`src/rtl/prot_pkg.sv`:
```
package prot_pkg;
  typedef enum logic [1:0] {PK_NONE, PK_ARRAY, PK_LOCKED, PK_REG} pend_e;
  typedef enum logic [2:0] {OP_NONE, OP_SET_PEL, OP_CLR_PEL, OP_SET_RPEL, OP_NV_UPD} regop_e;

  localparam int BIT_LOCK = 7;
  localparam int BIT_RB1  = 4;
  localparam int BIT_RB0  = 3;
  localparam int BIT_UPD  = 2;
  localparam int BIT_WEN  = 1;
  localparam logic [7:0] RESV_MASK = 8'h61;
endpackage

```
`src/rtl/prot_lock_decode.sv`:
```
module prot_lock_decode #(
  parameter int ARRAY_AW = 14
) (
  input  logic [ARRAY_AW-1:0] addr,
  input  logic [1:0]          range_bits,
  output logic                locked
);
  localparam int TOP = ARRAY_AW - 1;
  logic [1:0] quarter;

  assign quarter = addr[TOP -: 2];

  always_comb begin
    unique case (range_bits)
      2'b00:   locked = 1'b0;
      2'b01:   locked = (quarter == 2'b11);
      2'b10:   locked = quarter[1];
      default: locked = 1'b1;
    endcase
  end
endmodule

```
`src/rtl/prot_cmd_decode.sv`:
```
module prot_cmd_decode
  import prot_pkg::*;
(
  input  logic [7:0] data,
  input  logic       wen,
  input  logic       upd,
  input  logic       hw_lock,
  output regop_e     op
);
  logic resv_clean;
  logic nv_fields;

  assign resv_clean = ((data & RESV_MASK) == 8'h00);
  assign nv_fields  = data[BIT_LOCK] | data[BIT_RB1] | data[BIT_RB0];

  always_comb begin
    op = OP_NONE;
    if (resv_clean) begin
      if (upd) begin
        if (!data[BIT_UPD] && data[BIT_WEN] && !hw_lock) op = OP_NV_UPD;
      end else if (!nv_fields) begin
        unique case ({data[BIT_UPD], data[BIT_WEN]})
          2'b01:   op = OP_SET_PEL;
          2'b11:   op = wen ? OP_SET_RPEL : OP_NONE;
          2'b00:   op = OP_CLR_PEL;
          default: op = OP_NONE;
        endcase
      end
    end
  end
endmodule

```
`src/rtl/prot_ctrl.sv`:
```
module prot_ctrl
  import prot_pkg::*;
#(
  parameter int ADDR_W   = 16,
  parameter int ARRAY_AW = 14
) (
  input  logic              clk,
  input  logic              por_n,
  input  logic              rst_n,
  input  logic              pp_pin,
  input  logic              req_byte,
  input  logic              req_first,
  input  logic [ADDR_W-1:0] req_addr,
  input  logic [7:0]        req_data,
  input  logic              req_end,
  input  logic              req_stop,
  output logic              ack_data,
  output logic              nv_start,
  output logic              vol_done,
  output logic [7:0]        prot_rdback
);
  localparam logic [ADDR_W-1:0] REG_ADDR = {ADDR_W{1'b1}};

  logic       vrst_n;
  pend_e      pend_q, pend_d;
  logic [7:0] data_q, data_d;
  logic       wen_q, wen_d, upd_q, upd_d;
  logic       ack_q, ack_d, nv_q, nv_d, done_q, done_d;
  logic       lock_q;
  logic [1:0] range_q;
  logic       nv_we;
  logic       is_reg, hw_lock, addr_locked;
  regop_e     op;

  assign vrst_n  = por_n & rst_n;
  assign is_reg  = (req_addr == REG_ADDR);
  assign hw_lock = pp_pin & lock_q;

  prot_lock_decode #(.ARRAY_AW(ARRAY_AW)) u_range (
    .addr       (req_addr[ARRAY_AW-1:0]),
    .range_bits (range_q),
    .locked     (addr_locked)
  );

  prot_cmd_decode u_cmd (
    .data    (data_q),
    .wen     (wen_q),
    .upd     (upd_q),
    .hw_lock (hw_lock),
    .op      (op)
  );

  assign nv_we = req_end & req_stop & (pend_q == PK_REG) & (op == OP_NV_UPD);

  always_comb begin
    pend_d = pend_q;
    data_d = data_q;
    wen_d  = wen_q;
    upd_d  = upd_q;
    ack_d  = 1'b0;
    nv_d   = 1'b0;
    done_d = 1'b0;
    if (req_end) begin
      pend_d = PK_NONE;
      if (req_stop) begin
        unique case (pend_q)
          PK_ARRAY: begin
            nv_d  = 1'b1;
            upd_d = 1'b0;
          end
          PK_REG: begin
            unique case (op)
              OP_SET_PEL:  begin wen_d = 1'b1; done_d = 1'b1; end
              OP_CLR_PEL:  begin wen_d = 1'b0; done_d = 1'b1; end
              OP_SET_RPEL: begin upd_d = 1'b1; done_d = 1'b1; end
              OP_NV_UPD:   begin upd_d = 1'b0; nv_d   = 1'b1; end
              default: ;
            endcase
          end
          default: ;
        endcase
      end
    end
    if (req_byte) begin
      if (req_first) begin
        if (is_reg) begin
          pend_d = PK_REG;
          data_d = req_data;
          ack_d  = 1'b1;
        end else if (wen_q) begin
          pend_d = addr_locked ? PK_LOCKED : PK_ARRAY;
          ack_d  = 1'b1;
        end else begin
          pend_d = PK_NONE;
        end
      end else begin
        ack_d = (pend_q == PK_ARRAY) || (pend_q == PK_LOCKED);
      end
    end
  end

  always_ff @(posedge clk or negedge vrst_n) begin
    if (!vrst_n) begin
      pend_q <= PK_NONE;
      data_q <= 8'h00;
      wen_q  <= 1'b0;
      upd_q  <= 1'b0;
      ack_q  <= 1'b0;
      nv_q   <= 1'b0;
      done_q <= 1'b0;
    end else begin
      pend_q <= pend_d;
      data_q <= data_d;
      wen_q  <= wen_d;
      upd_q  <= upd_d;
      ack_q  <= ack_d;
      nv_q   <= nv_d;
      done_q <= done_d;
    end
  end

  always_ff @(posedge clk or negedge por_n) begin
    if (!por_n) begin
      lock_q  <= 1'b0;
      range_q <= 2'b00;
    end else if (nv_we) begin
      lock_q  <= data_q[BIT_LOCK];
      range_q <= data_q[BIT_RB1:BIT_RB0];
    end
  end

  assign ack_data    = ack_q;
  assign nv_start    = nv_q;
  assign vol_done    = done_q;
  assign prot_rdback = {lock_q, 2'b00, range_q, upd_q, wen_q, 1'b0};
endmodule

```
`config.mk`:
```
export PLATFORM = sky130hd
export DESIGN_NAME = prot_ctrl
export DESIGN_NICKNAME = d
export VERILOG_FILES = /design/src/rtl/prot_pkg.sv /design/src/rtl/prot_lock_decode.sv /design/src/rtl/prot_cmd_decode.sv /design/src/rtl/prot_ctrl.sv
export SDC_FILE = /design/constraint.sdc
export NUM_CORES = 1
export LEC_CHECK = 0
export BUFFER_PORTS_ARGS = -buffer_cell sky130_fd_sc_hd__clkbuf_2
export CORE_UTILIZATION = 35
export CTS_BUF_LIST = sky130_fd_sc_hd__clkbuf_8
export DETAILED_ROUTE_END_ITERATION = 10
export MAX_ROUTING_LAYER = met4
export PLACE_DENSITY = 0.65
export SLEW_MARGIN = 40
export SYNTH_ARGS = -nofsm -noshare
export SYNTH_HDL_FRONTEND = slang
export SYNTH_SLANG_ARGS = --single-unit
export TNS_END_PERCENT = 1
```
`constraint.sdc`:
```
create_clock -name clk -period 1.44 [get_ports clk]
set_input_delay 0.144 -clock clk [delete_from_list [all_inputs] [get_ports clk]]
set_output_delay 0.144 -clock clk [all_outputs]
set_load 0.02 [all_outputs]
```
======== Word-level counts from Yosys, hierarchy flattened ========
Index checks and enable logic that the tools add are counted.
storage, ports and cells
  output and inout port bits .............. 11
  register bits after elaboration ......... 18
  input bits .............................. 32
operators by class
  multiplexer cells ....................... 28
  reduce and logical (&&, ||, !) cells .... 14
  bitwise operators ....................... 7
  equality and inequality tests ........... 14
operators with widths
  operator                                        number
  == test 16 bit (second input constant)          1
  two-way mux 2 bit                               7
  two-way mux 3 bit                               4
  two-way mux 1 bit                               11
  == test 2 bit (second input constant)           5
  case mux 3 bit (3 select lines)                 1
  zero test 8 bit                                 1
  case mux 1 bit (2 select lines)                 4
  AND reduction 4 bit                             2
  == test 2 x 1 -> 1 bit (second input constant)  3
  == test 3 x 2 -> 1 bit (second input constant)  2
  AND 1 bit                                       5
  zero test 2 bit                                 2
  nonzero test 2 bit                              2
  == test 3 x 1 -> 1 bit (second input constant)  1
  == test 3 bit (second input constant)           1
  != test 3 x 1 -> 1 bit (second input constant)  1
  case mux 1 bit (3 select lines)                 1
  AND reduction 3 bit                             1
  OR reduction 3 bit                              1
  logical AND 1 bit                               2
  zero test 1 bit                                 2
  OR 1 bit                                        2
  logical OR 1 bit                                1

======== Logic depth before layout (Yosys ltp) ========
Gate-level depths: netlist (run 1).
  depth after elaboration ................. 12
  gate-level depth with buffers ........... 5
  depth with buffers taken out ............ 5

======== Modules after synthesis ========
From an unflattened synthesis (run 1), not the netlist that was laid out.
second synthesis, totals
  cells, all modules ...................... 83
  area, all modules ....................... 963.4 um^2
modules (own cells, without submodules)
  module            area an instance (um^2)  times used  cells an instance  seq. area each (um^2)
  prot_ctrl         873.3                    1           71                 450.4
  prot_cmd_decode   76.3                     1           9                  0.0
  prot_lock_decode  13.8                     1           3                  0.0

======== Worst setup path after synthesis (run 1) ========
Ideal clock, no wire load.
  kind .................................... flip-flop to flip-flop
  start ................................... register data_q[5]
  end ..................................... register wen_q
  clock period less this slack ............ 1.476 ns
  setup slack ............................. -0.036 ns
  arrival time ............................ 1.351 ns
  data required time ...................... 1.315 ns
  library setup time ...................... 0.125 ns
  cell stages (with the launch flop) ...... 5
  cell sequence ........................... dfrtp_1 nor3_1 nand4_1 nor3b_1 mux2_2
between the ends
  word-level cells in the longest chain between the ends .. 5
  elaborated cells between the ends (all ways) .. 7
  those cells by class .................... 2 x eq/ne; 2 x mux; 3 x reduce/logical
RTL lines
  item                                                                     line                   source
  from (decl)                                                              prot_ctrl.sv:26        logic [7:0] data_q, data_d;
  from (signal assigned)                                                   prot_ctrl.sv:113       data_q <= data_d;
  zero test 8 bit *                                                        prot_cmd_decode.sv:13  assign resv_clean = ((data & RESV_MASK) == 8'h00);
  two-way mux 3 bit *                                                      prot_cmd_decode.sv:18  if (resv_clean) begin
  == test 3 x 2 -> 1 bit / == test 3 x 1 -> 1 bit (equally long branches)  prot_ctrl.sv:72        unique case (op)
  nonzero test 2 bit (no line)                                             -
  AND reduction 4 bit (no line)                                            -
  to (signal assigned)                                                     prot_ctrl.sv:114       wen_q <= wen_d;
  to (decl)                                                                prot_ctrl.sv:27        logic wen_q, wen_d, upd_q, upd_d;
Every way passes the cells marked *; elsewhere a longest branch is shown, timed or not.
A chain may end at the register's enable or synchronous reset.

======== Worst setup path in the final report (run 1) ========
  start ................................... register pend_q[1]
  end ..................................... register lock_q
between the ends
  word-level cells in the longest chain between the ends .. 3
RTL lines
  item                     line              source
  from (decl)              prot_ctrl.sv:25   pend_e pend_q, pend_d;
  from (signal assigned)   prot_ctrl.sv:112  pend_q <= pend_d;
  == test 2 bit            prot_ctrl.sv:53   assign nv_we = req_end & req_stop & (pend_q == PK_REG) & (op == OP_NV_UPD);
  AND 1 bit (2 in series)  prot_ctrl.sv:53
  to (signal assigned)     prot_ctrl.sv:127  lock_q <= data_q[BIT_LOCK];
  to (decl)                prot_ctrl.sv:29   logic lock_q;
Every way passes these cells.

==> results of run 1 <==
## synth_stat cells (all sizes together)
cell     count  area share [%]
nand4b       1            0.95
nand2        7             2.8
a31oi        1            0.68
nor2b        1            0.68
buf          6             4.9
dfrtp       18              49
nor4         3             2.7
ha           2             2.7
nand4       10             6.8
nand3b       2             1.6
nor3b        1            0.81
and2         1            0.68
inv          2            0.81
a21oi        4             2.2
mux2        12              15
nand3        3             2.2
o2111ai      1            0.95
nor2         3             1.2
o21ai        4             2.2
nor3         1            0.54
conb         1            0.41
o22a         1            0.95
## kinds of logic (layout without fill, tap and decap cells)
group,Yosys count,in the layout,synth area share (%)
AND/OR/NAND/NOR,33,33,21.0
flip-flops,18,18,48.7
multiplexers,12,12,14.6
AO/OA/AOI/OAI,11,11,6.90
buffers and inverters,8,60,5.68
adder cells (fa/ha/maj),2,2,2.71
other,1,3,0.406
## critical path, delay by kind of cell, from the launching register on
family | cells | cell delay (ns)
multiplexers | 1 | 0.33
flip-flops | 1 | 0.37
AND/OR/NAND/NOR | 2 | 0.33
adder cells (fa/ha/maj) | 1 | 0.19
AO/OA/AOI/OAI | 1 | 0.16
## repair_timing
action,CTS,global route
pin swaps,4,1
setup buffers,2,0
gates resized for setup,2,2
setup endpoints to repair,4,6
endpoints found under the hold margin,18,0
hold buffers,2,0
## power by group through the flow
| stage | logic (mW) | registers [mW] | clock network (mW) |
|---|---|---|---|
| final | 0.0958 | 0.507 | 0.416 |
| after global routing | 0.108 | 0.507 | 0.433 |
| after CTS | 0.0953 | 0.507 | 0.422 |
| after detailed placement | 0.0886 | 0.516 | 0 |
| after global placement | 0.0864 | 0.516 | 0 |
| after floorplan | 0.0302 | 0.518 | 0 |
## sequential cells by signal (all words and copies together), names as in the netlist
name and count:
upd_q 1, data_q 8, vol_done 1, pend_q 2, lock_q 1, wen_q 1, ack_data 1, range_q 2
nv_start 1
## metal layers
layer  vias to the layer above  part of all wire, %
met2                        24                   53
met5                         -                    0
met1                       405                   40
met4                         0                  1.6
li1                        419                    -
met3                         5                  5.1
## cell type report
type / count / area (um2) / share of cell area (%)
Multi-Input combinational cell: 61 / 452 / 34.3
Sequential cell: 18 / 450 / 34.3
Timing Repair Buffer: 54 / 313 / 23.8
Clock buffer: 4 / 55.1 / 4.19
Tap cell: 30 / 37.5 / 2.85
Inverter: 2 / 7.51 / 0.571
## metrics by stage
stage | std cells | cell area, um2 | total power, mW
CTS | 169 | 1310 | 1.02
global route | 169 | 1320 | 1.05
detailed placement | 161 | 1210 | 0.605
global placement | 161 | 1210 | 0.603
floorplan | 87 | 942 | 0.548
finish | 169 | 1320 | 1.02
## how the worst min path moves through the flow
stage                     slack [ns]        start  cells after the start    endpoint
final                           0.11    req_first                      2    ack_data
after CTS                       0.11    req_first                      2    ack_data
after detailed placement       -0.05        por_n                      1  range_q[1]
after floorplan                -0.15        por_n                      0      lock_q
after global placement         -0.05        por_n                      1  range_q[0]
after global routing            0.12  req_data[5]                      2   data_q[5]
==> metrics.md, run 1 <==
| Metric | Value |
|---|---|
| Outcome | `finished, violations left` |
| Failing checks | `negative setup slack` |
| Die height | `roughly 53 um` |
| Routed WL | `between 2000 and 2500 um` |
| Die area | `between 0.002 and 0.003 mm2` |
| Final setup TNS | `-0.196 ns` |
| F_max | `approximately 0.67 GHz` |
| Htree depth | `1` |
| Cells after synthesis | `85` |
| Largest net degree at the start of global routing | `16` |
| Vias after detailed routing | `853` |
| Boundary Pins | `43` |
| Min Hold Slack | `0.111 ns` |
| Vias/cell | `slightly above 5` |
| # nets final | `174` |
| Crit path cell chain | `ha_2 -> nand4b_1 -> a21oi_2 -> nand4_1 -> mux2_2` |
| Worst reg2reg endpoint | `lock_q` |
| Port Buffer Count | `39` |
| Sw power | `between 200 and 250 uW` |
| Sequential Power Share | `about 50%` |
| Worst Reg-to-Reg Cells | `5` |
| Core area | `0.00248 mm2` |
| Final hold violations | `0` |
| Synthesized flop and latch total | `18` |
| Met2 Use GR | `about 33%` |
| Most Crowded Layer GR | `met2` |
| Max VDD drop | `around 0.00063 V` |
| R2R Setup Slk | `-0.05 ns` |
| Fill cells | `250` |
| Crit-path max cell delay | `0.37 ns` |
| Cell row count | `18` |
| Critical path launch point type | `register` |
| Req. time, crit path | `~1.6 ns` |
| CP Capture Point | `lock_q` |
| Clk buf depth | `2` |
| Max Cap Violations | `0` |
| Final setup fails | `4` |
| Most frequent cells in the layout | `39 x clkbuf_2, 18 x dfrtp_1, 13 x buf_4` |
| Worst-path maximum fanout | `4` |
| # DRC | `0` |
| Congestion Overflow GR | `0` |
| Min Tclk post-route | `approximately 1.5 ns` |
| Crit. Startpoint | `pend_q[1]` |
| Clk sinks | `18` |
| Met1 Resource Use GR | `approximately a fifth` |
| Post-route ant nets | `0` |
| Routed len/inst | `between 10 and 15 um` |
| Die W | `approximately 53 um` |
| Clock-pin slew on the worst setup and hold paths | `0.07 ns` |
| Diodes inserted | `0` |
| GPL Wtd Cong | `between 0.8 and 0.9` |
| CP max-delay cell | `dfrtp_1` |
| Share of layout cells above drive strength 1 | `a little over half` |
| Clock share of power | `40.8%` |
| Post-Syn Area per Cell | `between 10 and 15 um2` |
| Mapped cell area | `approximately 920 um2` |
| Pwr dens | `slightly below 800 mW/mm2` |
| Drt first pass iters | `4` |
| GR Layer Usage met3 | `5.46%` |
| Antenna violations before repair | `0` |
| CTS buffer count | `3` |
| Tcrit/Tclk final | `104%` |
| First-pass GRT wire length | `approximately 3700 um` |
| Fin. max-slew vios | `0` |
| Netlist cell types | `24` |
| P&R area growth vs syn | `42.2%` |
| Sequential share of the synthesized area | `48.7%` |
| Number of global-route vias before repair | `868` |
| Crit Reg-Reg Startpoint | `pend_q[1]` |
| DRT iter0 DRCs | `14` |
| Type of the worst setup path | `reg2reg` |
| Ys Warns | `0` |
| CTS tree | `yes` |
| Finished Core Util | `a little over half` |
| Unrepaired setup endpoints after global routing | `yes` |
| Switching Fraction | `between 20% and 30%` |
| Combinational power share | `roughly a tenth` |
| All-Layer GR Usage | `a little under a fifth` |
| Worst-Skew Late Latency | `roughly 0.26 ns` |
| Pre-CTS WS | `-0.0442 ns` |
| Worst Skew | `between 0.003 and 0.004 ns` |
| Final worst slack | `-0.0535 ns` |
| P_int | `roughly 800 uW` |
| Initial core utilization | `between 30% and 40%` |
| Critical Path End Type | `register` |
| Min-delay worst type | `in2reg` |
| Lkg Pwr | `0.684 nW` |
| Hpwl dp | `~1700 um` |
| CTS root buffer | `clkbuf_8` |
| Most common cell after layout, fill and taps aside | `clkbuf_2` |
| Worst Path Arrival | `~1.6 ns` |
Note: power is estimated with default switching activity, not from simulation.
==> run 2, diff against run 1 <==
ABC_CLOCK_PERIOD_IN_PS = 1440   (was default)
CELL_PAD_IN_SITES_DETAIL_PLACEMENT = 2   (was default)
CELL_PAD_IN_SITES_GLOBAL_PLACEMENT = 2   (was default)
CORE_UTILIZATION = 25   (was 35)
PLACE_DENSITY = default   (was 0.65)
PLACE_DENSITY_LB_ADDON = 0.1   (was default)
==> run 2 against run 1 <==
The run still ends with negative setup slack left; clock-buffer cell count unchanged; first-iteration DRC count down 36%; power about the same; design area up 4.4%; critical path depth unchanged; clock power about the same; hold slack better by 0.0044 ns; sequential share of layout area down 1.4 points; register-to-register slack worse by 0.05 ns; critical path type unchanged; wire length up 22%.
==> metrics.md, run 2 (synthesis gave the netlist of run 1 again) <==
| Metric | Value |
|---|---|
| Outcome | `finished, violations left` |
| Failing checks | `negative setup slack` |
| Final worst slack | `-0.106 ns (-0.0527 ns)` |
| Vias/cell | `4.62 (-8.5%)` |
| Hpwl dp | `2120 um (+28%)` |
| Die height | `62.8 um (+18%)` |
| Worst-Skew Late Latency | `0.25 ns (about the same)` |
| Clock-pin slew on the worst setup and hold paths | `0.07 ns (about the same)` |
| Drt first pass iters | `2 (-2)` |
| Most Crowded Layer GR | `met2` |
| Fill cells | `388 (+55%)` |
| Max Cap Violations | `0 (unchanged)` |
| Post-route ant nets | `0 (unchanged)` |
| Final setup fails | `5 (+1)` |
| Clk buf depth | `2 (unchanged)` |
| Worst Skew | `0.00369 ns (+0.000465 ns)` |
| Diodes inserted | `0 (unchanged)` |
| Fin. max-slew vios | `0 (unchanged)` |
| Die area | `0.00395 mm2 (+38%)` |
| Req. time, crit path | `1.58 ns (about the same)` |
| Critical Path End Type | `register` |
| Cell row count | `21 (+3)` |
| Clk sinks | `18 (unchanged)` |
| Largest net degree at the start of global routing | `16 (unchanged)` |
| # nets final | `178 (+2.3%)` |
| Met1 Resource Use GR | `16.0% (-4.1 points)` |
| Lkg Pwr | `0.710 nW (+3.8%)` |
| Core area | `0.00344 mm2 (+39%)` |
| Worst Path Arrival | `1.68 ns (+0.04 ns)` |
| Final hold violations | `0 (unchanged)` |
| Vias after detailed routing | `873 (+2.3%)` |
| Pwr dens | `741 mW/mm2 (-4.3%)` |
| Most common cell after layout, fill and taps aside | `clkbuf_2` |
| Die W | `62.8 um (+18%)` |
| DRT iter0 DRCs | `9 (-5)` |
| Register with the most flip-flops | `data_q` |
| Type of the worst setup path | `reg2reg` |
| F_max | `0.647 GHz (-3.4%)` |
| Final setup TNS | `-0.376 ns (-0.180 ns)` |
| Max FFs per register | `8 (unchanged)` |
| First-pass GRT wire length | `4550 um (+22%)` |
| Routed WL | `2640 um (+22%)` |
| Routed len/inst | `14.0 um (+9.3%)` |
| Min-delay worst type | `in2reg` |
| Share of layout cells above drive strength 1 | `55.2% (+1.3 points)` |
| Multi-input gate area | `455 um2 (+0.83%)` |
| Tcrit/Tclk final | `107% (+3.7 points)` |
| Number of global-route vias before repair | `1003 (+16%)` |
| CTS tree | `yes` |
| GR Layer Usage met3 | `2.55% (-2.9 points)` |
| Most frequent cells in the layout | `39 x clkbuf_2, 18 x dfrtp_1, 16 x buf_4` |
| Max VDD drop | `0.000313 V (-51%)` |
| Min Tclk post-route | `1.55 ns (+0.0527 ns)` |
| Initial core utilization | `26.9% (-10 points)` |
| Critical path launch point type | `register` |
| GPL Wtd Cong | `0.739 (-12%)` |
| CTS buffer count | `3 (unchanged)` |
| Pre-CTS WS | `-0.0887 ns (-0.0445 ns)` |
| Htree depth | `1 (unchanged)` |
| Worst-path maximum fanout | `4 (unchanged)` |
| P&R area growth vs syn | `48.4%` |
| Boundary Pins | `43 (unchanged)` |
| # DRC | `0 (unchanged)` |
| Unrepaired setup endpoints after global routing | `yes` |
| Antenna violations before repair | `0 (unchanged)` |
| Port Buffer Count | `39 (unchanged)` |
| CTS root buffer | `clkbuf_8` |
| Overall power | `1.02 mW (about the same)` |
| Met2 Use GR | `28.9% (-4.0 points)` |
| FF+latch area | `450 um2 (unchanged)` |
| All-Layer GR Usage | `15.3% (-3.9 points)` |
| Largest regs | `data_q (8), pend_q (2), range_q (2)` |
| Congestion Overflow GR | `0 (unchanged)` |
run 2: metal layers:
layer | part of all wire, % | vias up
met1 | 40 | 427
met2 | 56 | 21
met3 | 3.2 | 2
li1 | - | 423
met4 | 0.46 | 0
met5 | 0 | -
run 2: final timing paths:
kind,start,end,slack (ns),cells past startpoint
min in group asynchronous,por_n,range_q[0],0.26,2
worst min register to register,data_q[5],data_q[5],0.53,1
worst max-delay path,pend_q[0],range_q[1],-0.11,5
worst max register to register,pend_q[0],range_q[1],-0.11,5
max in group asynchronous,por_n,ack_data,0.67,4
worst min-delay path,req_first,ack_data,0.11,2
run 2: worst max-delay path, cell delays in order (launching register included):
cell and delay (ns):
dfrtp_1 0.36, ha_2 0.20, nand4b_1 0.13, a21oi_2 0.15, nand4_1 0.23, mux2_4 0.36
run 2: stage by stage:
step	area (um2)	util, %	hold WS (ns)	cells
after detailed placement	1250	36.5	-0.0511	180
final	1370	39.9	0.115	189
after global placement	1250	36.5	-0.0520	180
after global routing	1370	39.9	0.113	189
after CTS	1350	39.1	0.108	187
after floorplan	942	-	-0.152	87
run 2: area by class of cell:
type / instances / area share, %
Multi-Input combinational cell: 61 / 33.2
Sequential cell: 18 / 32.8
Timing Repair Buffer: 58 / 25.3
Tap cell: 46 / 4.19
Clock buffer: 4 / 4.01
Inverter: 2 / 0.547
run 2: power breakdown:
part           total [mW]  internal (mW)  leakage (nW)  switching [mW]
logic              0.0972         0.0454         0.432          0.0518
clock network       0.414          0.243        0.0288           0.171
registers           0.507          0.506         0.249        0.000295
total                1.02          0.794         0.710           0.223
run 2: timing repair:
action                     CTS  global route
pin swaps                    4             3
setup endpoints to repair    4             5
setup buffers                1             2
gates resized for setup      3             3
hold endpoints to repair    18             0
hold buffers                 2             0
